[src/rtl/lcd_wr_pkg.sv]
package lcd_wr_pkg;

   typedef enum logic [2:0] {
      ST_IDLE   = 3'd0,
      ST_ADDR   = 3'd1,
      ST_SEL    = 3'd2,
      ST_STROBE = 3'd3,
      ST_TAIL   = 3'd4
   } seq_state_e;

   localparam int unsigned TIME_W_DEF      = 4;
   localparam int unsigned DEF_ADDR_LEAD   = 0;
   localparam int unsigned DEF_SEL_LEAD    = 0;
   localparam int unsigned DEF_STROBE_LEN  = 1;
   localparam int unsigned DEF_SEL_TAIL    = 0;

endpackage

[src/rtl/lcd_wr_timer.sv]
module lcd_wr_timer #(
   parameter int unsigned TIME_W = 4
) (
   input  logic              clk,
   input  logic              rst,
   input  logic              load,
   input  logic [TIME_W-1:0] load_val,
   output logic              expired
);
   logic [TIME_W-1:0] cnt_q;

   always_ff @(posedge clk) begin
      if (rst)
         cnt_q <= '0;
      else if (load)
         cnt_q <= load_val;
      else if (cnt_q != '0)
         cnt_q <= cnt_q - 1'b1;
   end

   assign expired = (cnt_q == '0);

   p_count_down_r4: assert property (@(posedge clk) disable iff (rst)
      (!load && !expired) |=> (cnt_q == $past(cnt_q) - 1'b1));
endmodule

[src/rtl/lcd_wr_fsm.sv]
module lcd_wr_fsm
   import lcd_wr_pkg::*;
#(
   parameter int unsigned TIME_W = 4
) (
   input  logic              clk,
   input  logic              rst,
   input  logic              accept,
   input  logic              tmr_expired,
   input  logic [TIME_W-1:0] addr_lead,
   input  logic [TIME_W-1:0] sel_lead_q,
   input  logic [TIME_W-1:0] strobe_len_q,
   input  logic [TIME_W-1:0] sel_tail_q,
   output seq_state_e        state,
   output seq_state_e        state_nxt,
   output logic              tmr_load,
   output logic [TIME_W-1:0] tmr_val
);
   seq_state_e state_q;

   always_comb begin
      state_nxt = state_q;
      tmr_load  = 1'b0;
      tmr_val   = '0;
      unique case (state_q)
         ST_IDLE: if (accept) begin
            state_nxt = ST_ADDR;
            tmr_load  = 1'b1;
            tmr_val   = addr_lead;
         end
         ST_ADDR: if (tmr_expired) begin
            state_nxt = ST_SEL;
            tmr_load  = 1'b1;
            tmr_val   = sel_lead_q;
         end
         ST_SEL: if (tmr_expired) begin
            state_nxt = ST_STROBE;
            tmr_load  = 1'b1;
            tmr_val   = strobe_len_q;
         end
         ST_STROBE: if (tmr_expired) begin
            state_nxt = ST_TAIL;
            tmr_load  = 1'b1;
            tmr_val   = sel_tail_q;
         end
         ST_TAIL: if (tmr_expired) state_nxt = ST_IDLE;
         default: state_nxt = ST_IDLE;
      endcase
   end

   always_ff @(posedge clk) begin
      if (rst) state_q <= ST_IDLE;
      else     state_q <= state_nxt;
   end

   assign state = state_q;

   p_phase_order_r11: assert property (@(posedge clk) disable iff (rst)
      (state_q == ST_IDLE && state_nxt != ST_IDLE) |-> (state_nxt == ST_ADDR));
endmodule

[src/rtl/lcd_wr_outreg.sv]
module lcd_wr_outreg
   import lcd_wr_pkg::*;
#(
   parameter int unsigned DATA_W = 16
) (
   input  logic              clk,
   input  logic              rst,
   input  seq_state_e        state,
   input  seq_state_e        state_nxt,
   input  logic              accept,
   input  logic              req_is_data,
   input  logic [DATA_W-1:0] word_q,
   output logic              cs_n,
   output logic              wr_n,
   output logic              dc,
   output logic [DATA_W-1:0] data,
   output logic              done
);
   logic sel_nxt;

   assign sel_nxt = (state_nxt == ST_SEL) || (state_nxt == ST_STROBE) ||
                    (state_nxt == ST_TAIL);

   always_ff @(posedge clk) begin
      if (rst) begin
         cs_n <= 1'b1;
         wr_n <= 1'b1;
         dc   <= 1'b0;
         data <= '0;
         done <= 1'b0;
      end else begin
         cs_n <= !sel_nxt;
         wr_n <= !(state_nxt == ST_STROBE);
         done <= (state == ST_TAIL) && (state_nxt == ST_IDLE);
         if (accept)
            dc <= req_is_data;
         if (state_nxt == ST_STROBE && state != ST_STROBE)
            data <= word_q;
      end
   end

   p_strobe_in_select_r6: assert property (@(posedge clk) disable iff (rst)
      !wr_n |-> !cs_n);
   p_done_single_r9: assert property (@(posedge clk) disable iff (rst)
      done |=> !done);
   p_done_on_deselect_r9: assert property (@(posedge clk) disable iff (rst)
      $rose(cs_n) |-> done);
   p_sel_before_strobe_r3: assert property (@(posedge clk) disable iff (rst)
      $fell(wr_n) |-> $past(!cs_n));
   p_data_steady_r7: assert property (@(posedge clk) disable iff (rst)
      ($past(!cs_n) && !$fell(wr_n)) |-> $stable(data));
endmodule

[src/rtl/lcd_wr_seq.sv]
module lcd_wr_seq
   import lcd_wr_pkg::*;
#(
   parameter int unsigned DATA_W = 16,
   parameter int unsigned TIME_W = TIME_W_DEF
) (
   input  logic              clk,
   input  logic              rst,
   input  logic              req_valid,
   output logic              req_ready,
   input  logic              req_is_data,
   input  logic [DATA_W-1:0] req_data,
   input  logic [TIME_W-1:0] cfg_addr_lead,
   input  logic [TIME_W-1:0] cfg_sel_lead,
   input  logic [TIME_W-1:0] cfg_strobe_len,
   input  logic [TIME_W-1:0] cfg_sel_tail,
   output logic              busy,
   output logic              done,
   output logic              lcd_cs_n,
   output logic              lcd_wr_n,
   output logic              lcd_dc,
   output logic [DATA_W-1:0] lcd_data
);
   localparam int unsigned MAX_PHASE = 1 << TIME_W;

   generate
      if (DATA_W < 1)
         $error("lcd_wr_seq: DATA_W must be at least 1");
      if (TIME_W < 1 || TIME_W > 16)
         $error("lcd_wr_seq: TIME_W must lie in 1..16");
      if (MAX_PHASE < 2)
         $error("lcd_wr_seq: phase range degenerate");
   endgenerate

   seq_state_e        state, state_nxt;
   logic              accept, tmr_load, tmr_expired;
   logic [TIME_W-1:0] tmr_val;
   logic [TIME_W-1:0] sel_lead_q, strobe_len_q, sel_tail_q;
   logic [DATA_W-1:0] word_q;

   assign req_ready = (state == ST_IDLE);
   assign busy      = (state != ST_IDLE);
   assign accept    = req_valid && req_ready;

   always_ff @(posedge clk) begin
      if (rst) begin
         sel_lead_q   <= '0;
         strobe_len_q <= '0;
         sel_tail_q   <= '0;
         word_q       <= '0;
      end else if (accept) begin
         sel_lead_q   <= cfg_sel_lead;
         strobe_len_q <= cfg_strobe_len;
         sel_tail_q   <= cfg_sel_tail;
         word_q       <= req_data;
      end
   end

   lcd_wr_fsm #(.TIME_W(TIME_W)) u_fsm (
      .clk          (clk),
      .rst          (rst),
      .accept       (accept),
      .tmr_expired  (tmr_expired),
      .addr_lead    (cfg_addr_lead),
      .sel_lead_q   (sel_lead_q),
      .strobe_len_q (strobe_len_q),
      .sel_tail_q   (sel_tail_q),
      .state        (state),
      .state_nxt    (state_nxt),
      .tmr_load     (tmr_load),
      .tmr_val      (tmr_val)
   );

   lcd_wr_timer #(.TIME_W(TIME_W)) u_timer (
      .clk      (clk),
      .rst      (rst),
      .load     (tmr_load),
      .load_val (tmr_val),
      .expired  (tmr_expired)
   );

   lcd_wr_outreg #(.DATA_W(DATA_W)) u_out (
      .clk         (clk),
      .rst         (rst),
      .state       (state),
      .state_nxt   (state_nxt),
      .accept      (accept),
      .req_is_data (req_is_data),
      .word_q      (word_q),
      .cs_n        (lcd_cs_n),
      .wr_n        (lcd_wr_n),
      .dc          (lcd_dc),
      .data        (lcd_data),
      .done        (done)
   );

   p_accept_blocks_r8: assert property (@(posedge clk) disable iff (rst)
      accept |=> (!req_ready && busy && lcd_cs_n));
   p_dc_held_r2: assert property (@(posedge clk) disable iff (rst)
      (busy && $past(busy)) |-> $stable(lcd_dc));
   p_cs_only_when_busy_r2: assert property (@(posedge clk) disable iff (rst)
      $fell(lcd_cs_n) |-> $past(busy));
endmodule

[config.mk]
export PLATFORM = sky130hd
export DESIGN_NAME = lcd_wr_seq
export DESIGN_NICKNAME = d
export VERILOG_FILES = /design/src/rtl/lcd_wr_pkg.sv /design/src/rtl/lcd_wr_timer.sv /design/src/rtl/lcd_wr_fsm.sv /design/src/rtl/lcd_wr_outreg.sv /design/src/rtl/lcd_wr_seq.sv
export SDC_FILE = /design/constraint.sdc
export NUM_CORES = 1
export LEC_CHECK = 0
export BUFFER_PORTS_ARGS = -buffer_cell sky130_fd_sc_hd__buf_4
export CAP_MARGIN = 20
export CORE_MARGIN = 2
export CORE_UTILIZATION = 36
export DETAILED_ROUTE_END_ITERATION = 6
export PLACE_DENSITY_LB_ADDON = 0.05
export SLEW_MARGIN = 20
export SYNTH_ARGS = -nofsm -noshare
export SYNTH_HDL_FRONTEND = slang
export SYNTH_SLANG_ARGS = --single-unit
[constraint.sdc]
create_clock -name clk -period 1.7 [get_ports clk]
set_input_delay 0.085 -clock clk [delete_from_list [all_inputs] [get_ports clk]]
set_output_delay 0.085 -clock clk [all_outputs]
set_load 0.03 [all_outputs]
==> out/metrics.yaml <==
outcome: "completed"
core_area_um2: 5960
crit_chain: "inv_2, ha_4, or3b_4, a221oi_2, nand2_1, a221oi_2"
power.switching_mw: 1.42
detail_route.iter0.violations: 92
post_drt_wl_per_cell_um: 12.9
yosys_warnings: 0
start_util_pct: 37.5
cts_tree: "built"
port_buffers: 57
netSwitchingFraction_pct: 35.6
syn_avg_cell_area_um2: 8.69
drtPass1Iterations: 4
hp-class: "in2reg"
crit_end: "u_timer.cnt_q[1]$_SDFFE_PP0P_"
cp.required_ns: 1.93
p_leak_nw: 1.30
crit_type: "reg2reg"
yosysSeqAreaShare_pct: 49.3
setup_viol: 0
nFillCells: 610
ys_ff_latch: 55
dieWidth_um: 82.7
async_flop_share_pct: 0
syn_inst: 257
drt-total-wl_mm: 5.07
sequentialPowerShare_pct: 40.2
rr_startpoint: "u_timer.cnt_q[0]$_SDFFE_PP0P_"
io_pins: 58
antenna_found_initial: 0
slew_violations: 0
synth_edf_count: 0
worst_setup_path_start_kind: "flop"
slowest_stage: "or3b_4"
grt_pass1_vias: 1802
maxCapViolCount: 0
ctsLongestPathBuffers: 2
cpMostUsedCell: "a221oi_2"
antenna_left: 0
ys.flop_type: "dfxtp_1"
cts_setup_buffers: 0
synth.largest_area_cell: "dfxtp_1"
power_frac_clock_pct: 18.5
ir_drop_mv: 0.559
cts_inserted_buffers: 5
ff2ff_setup_slack_ns: 0.11
diodes: 0
drive_above_1_share_pct: 28.4
clock_latency_ns: 0.31
finClkSkew_ns: 0.00967
ys_types: 37
worstSetupEndpointType: "flop"
routed_via_density: 4.76
fmax_mhz: 629
crit_path_max_fanout: 6
track_usage_pct: 15.8
clock-sinks: 55
intPower_mw: 2.57
grt-ovfl-total: 0
cp.arrival_ns: 1.82
tns_ns: 0
relSlewSlack_pct: 62.1
synth_area_um2: 2230
p_per_area_nw_per_um2: 1370
dieArea_um2: 6850
period_share_pct: 93.5
ctsHtreeMaxLevel: 2
tightest_slew_ns: 0.569
ctsRootBufferMaster: "clkbuf_8"
r2r-end: "u_timer.cnt_q[1]$_SDFFE_PP0P_"
synth_area_leaders: "dfxtp_1 49%, nand2_1 10%, mux2i_1 8.5%"
via_count: 1867
nets: 353
syn2layout_area_growth_pct: 30.8
grt_pass1_wl_mm: 8.28
finalWeightedCongestion: 0.841
synth_nets: 294
clk_pin_slew_ns: 0.10
final_core_util_pct: 49.0
finalHoldViolCount: 0
reg2reg_depth: 6
grt_max_degree: 55
place_hpwl_mm: 3.36
rsz0062_at_grt: "no"
drc: 0
netlist_top_cells_count: "62 x nand2_1, 55 x dfxtp_1, 33 x a21oi_1"
combPwrFrac_pct: 41.3
synth_most_common_cell: "nand2_1"
finalPower_mw: 4.00
rows: 28
slowest_delay_ns: 0.42
startpoint: "u_timer.cnt_q[0]$_SDFFE_PP0P_"
fp.dieH_um: 82.7
min_period_ns: 1.59
yosysTopAreaCellShare_pct: 49.3
worst min path at each step:
stage	startpoint	to	slack, ns	cells past startpoint
floorplan	cfg_sel_tail[2]	sel_tail_q[2]$_SDFFE_PP0P_	0.22	2
global placement	cfg_strobe_len[3]	strobe_len_q[3]$_SDFFE_PP0P_	0.33	3
detailed placement	cfg_strobe_len[3]	strobe_len_q[3]$_SDFFE_PP0P_	0.34	3
CTS	req_data[15]	word_q[15]$_SDFFE_PP0P_	0.003	3
global route	req_data[6]	word_q[6]$_SDFFE_PP0P_	0.004	3
finish	req_data[14]	word_q[14]$_SDFFE_PP0P_	0.009	3
placed cells by master (no fill, tap or decap), types with 2 or more instances in the layout:
| cell | netlist | final |
|---|---|---|
| buf_4 | 0 | 67 |
| nand2_1 | 62 | 62 |
| dfxtp_1 | 55 | 55 |
| a21oi_1 | 33 | 33 |
| nor2_1 | 23 | 23 |
| mux2i_1 | 19 | 19 |
| clkbuf_8 | 0 | 5 |
| nor3_1 | 4 | 4 |
| nor2b_1 | 3 | 3 |
| nand3_1 | 3 | 3 |
| mux2_2 | 3 | 3 |
| buf_12 | 0 | 3 |
| inv_1 | 4 | 2 |
| inv_2 | 0 | 2 |
| nand3b_1 | 2 | 2 |
| xnor2_1 | 2 | 2 |
| o211ai_1 | 2 | 2 |
| o21ai_1 | 2 | 2 |
| a221oi_2 | 2 | 2 |
worst max-delay path, delay by kind of cell, from the launching register on:
family	cells	cell delay [ns]
adders and majority gates	1	0.15
and+or+nand+nor	2	0.52
buffers and inverters	1	0.08
DFF	1	0.35
AOI/OAI and AO/OA	2	0.42
layout make-up:
class / count / area (um^2) / share of cell area [%]
multi-input combinational: 179 / 1050 / 35.9
clock buffer: 6 / 72.6 / 2.49
sequential: 55 / 1100 / 37.7
clock inverter: 2 / 16.3 / 0.557
timing repair buffer: 71 / 573 / 19.6
inverter: 4 / 15.0 / 0.514
tap: 75 / 93.8 / 3.21
stage by stage:
stage / area [um^2] / hold slack, ns / std cells / setup slack [ns]
final: 2920 / 0.00945 / 392 / 0.110
after global routing: 2920 / 0.00380 / 392 / 0.00634
after CTS: 2900 / 0.00298 / 392 / 0.0440
after detailed placement: 2790 / 0.341 / 383 / -0.00504
after global placement: 2790 / 0.331 / 383 / 0.0625
after floorplan: 2230 / 0.221 / 257 / 0.125
sequential cells by signal (all words and copies together) (netlist names):
name and cells:
strobe_len_q 4, u_out.done 1, u_fsm.state 3, u_out.cs_n 1
u_out.wr_n 1, word_q 16, u_out.dc 1, u_out.data 16
sel_tail_q 4, u_timer.cnt_q 4, sel_lead_q 4
power groups by stage:
stage	Combinational, mW	Clock [mW]	Sequential (mW)
global placement	1.57	0	1.62
finish	1.65	0.738	1.61
global route	1.82	0.815	1.63
floorplan	1.02	0	1.64
detailed placement	1.59	0	1.62
CTS	1.61	0.765	1.60
kinds of logic (layout without fill, tap and decap cells):
family	Yosys count	in the layout	share of synthesized area [%]
AOI/OAI and AO/OA	48	48	13.2
xor gates and xnor gates	3	3	1.18
adders and majority gates	1	1	0.560
buffers and inverters	23	83	5.04
DFF	55	55	49.3
muxes	22	22	10.0
and+or+nand+nor	105	105	20.7
timing repair:
action	in CTS	in global routing
hold endpoints to repair	1	0
hold buffers	1	0
cloned	0	0
pin swaps	0	0
gates resized for setup	2	5
endpoints found under the setup margin	2	14
metal layers:
layer	vias up	global-route usage (%)	wire length [um]
li1	977	-	-
met3	7	3.91	284
met5	-	0	0
met4	0	5.41	68
met2	48	23.9	2200
met1	835	21.8	2520
No activity file was read; power rests on OpenSTA's default activity.
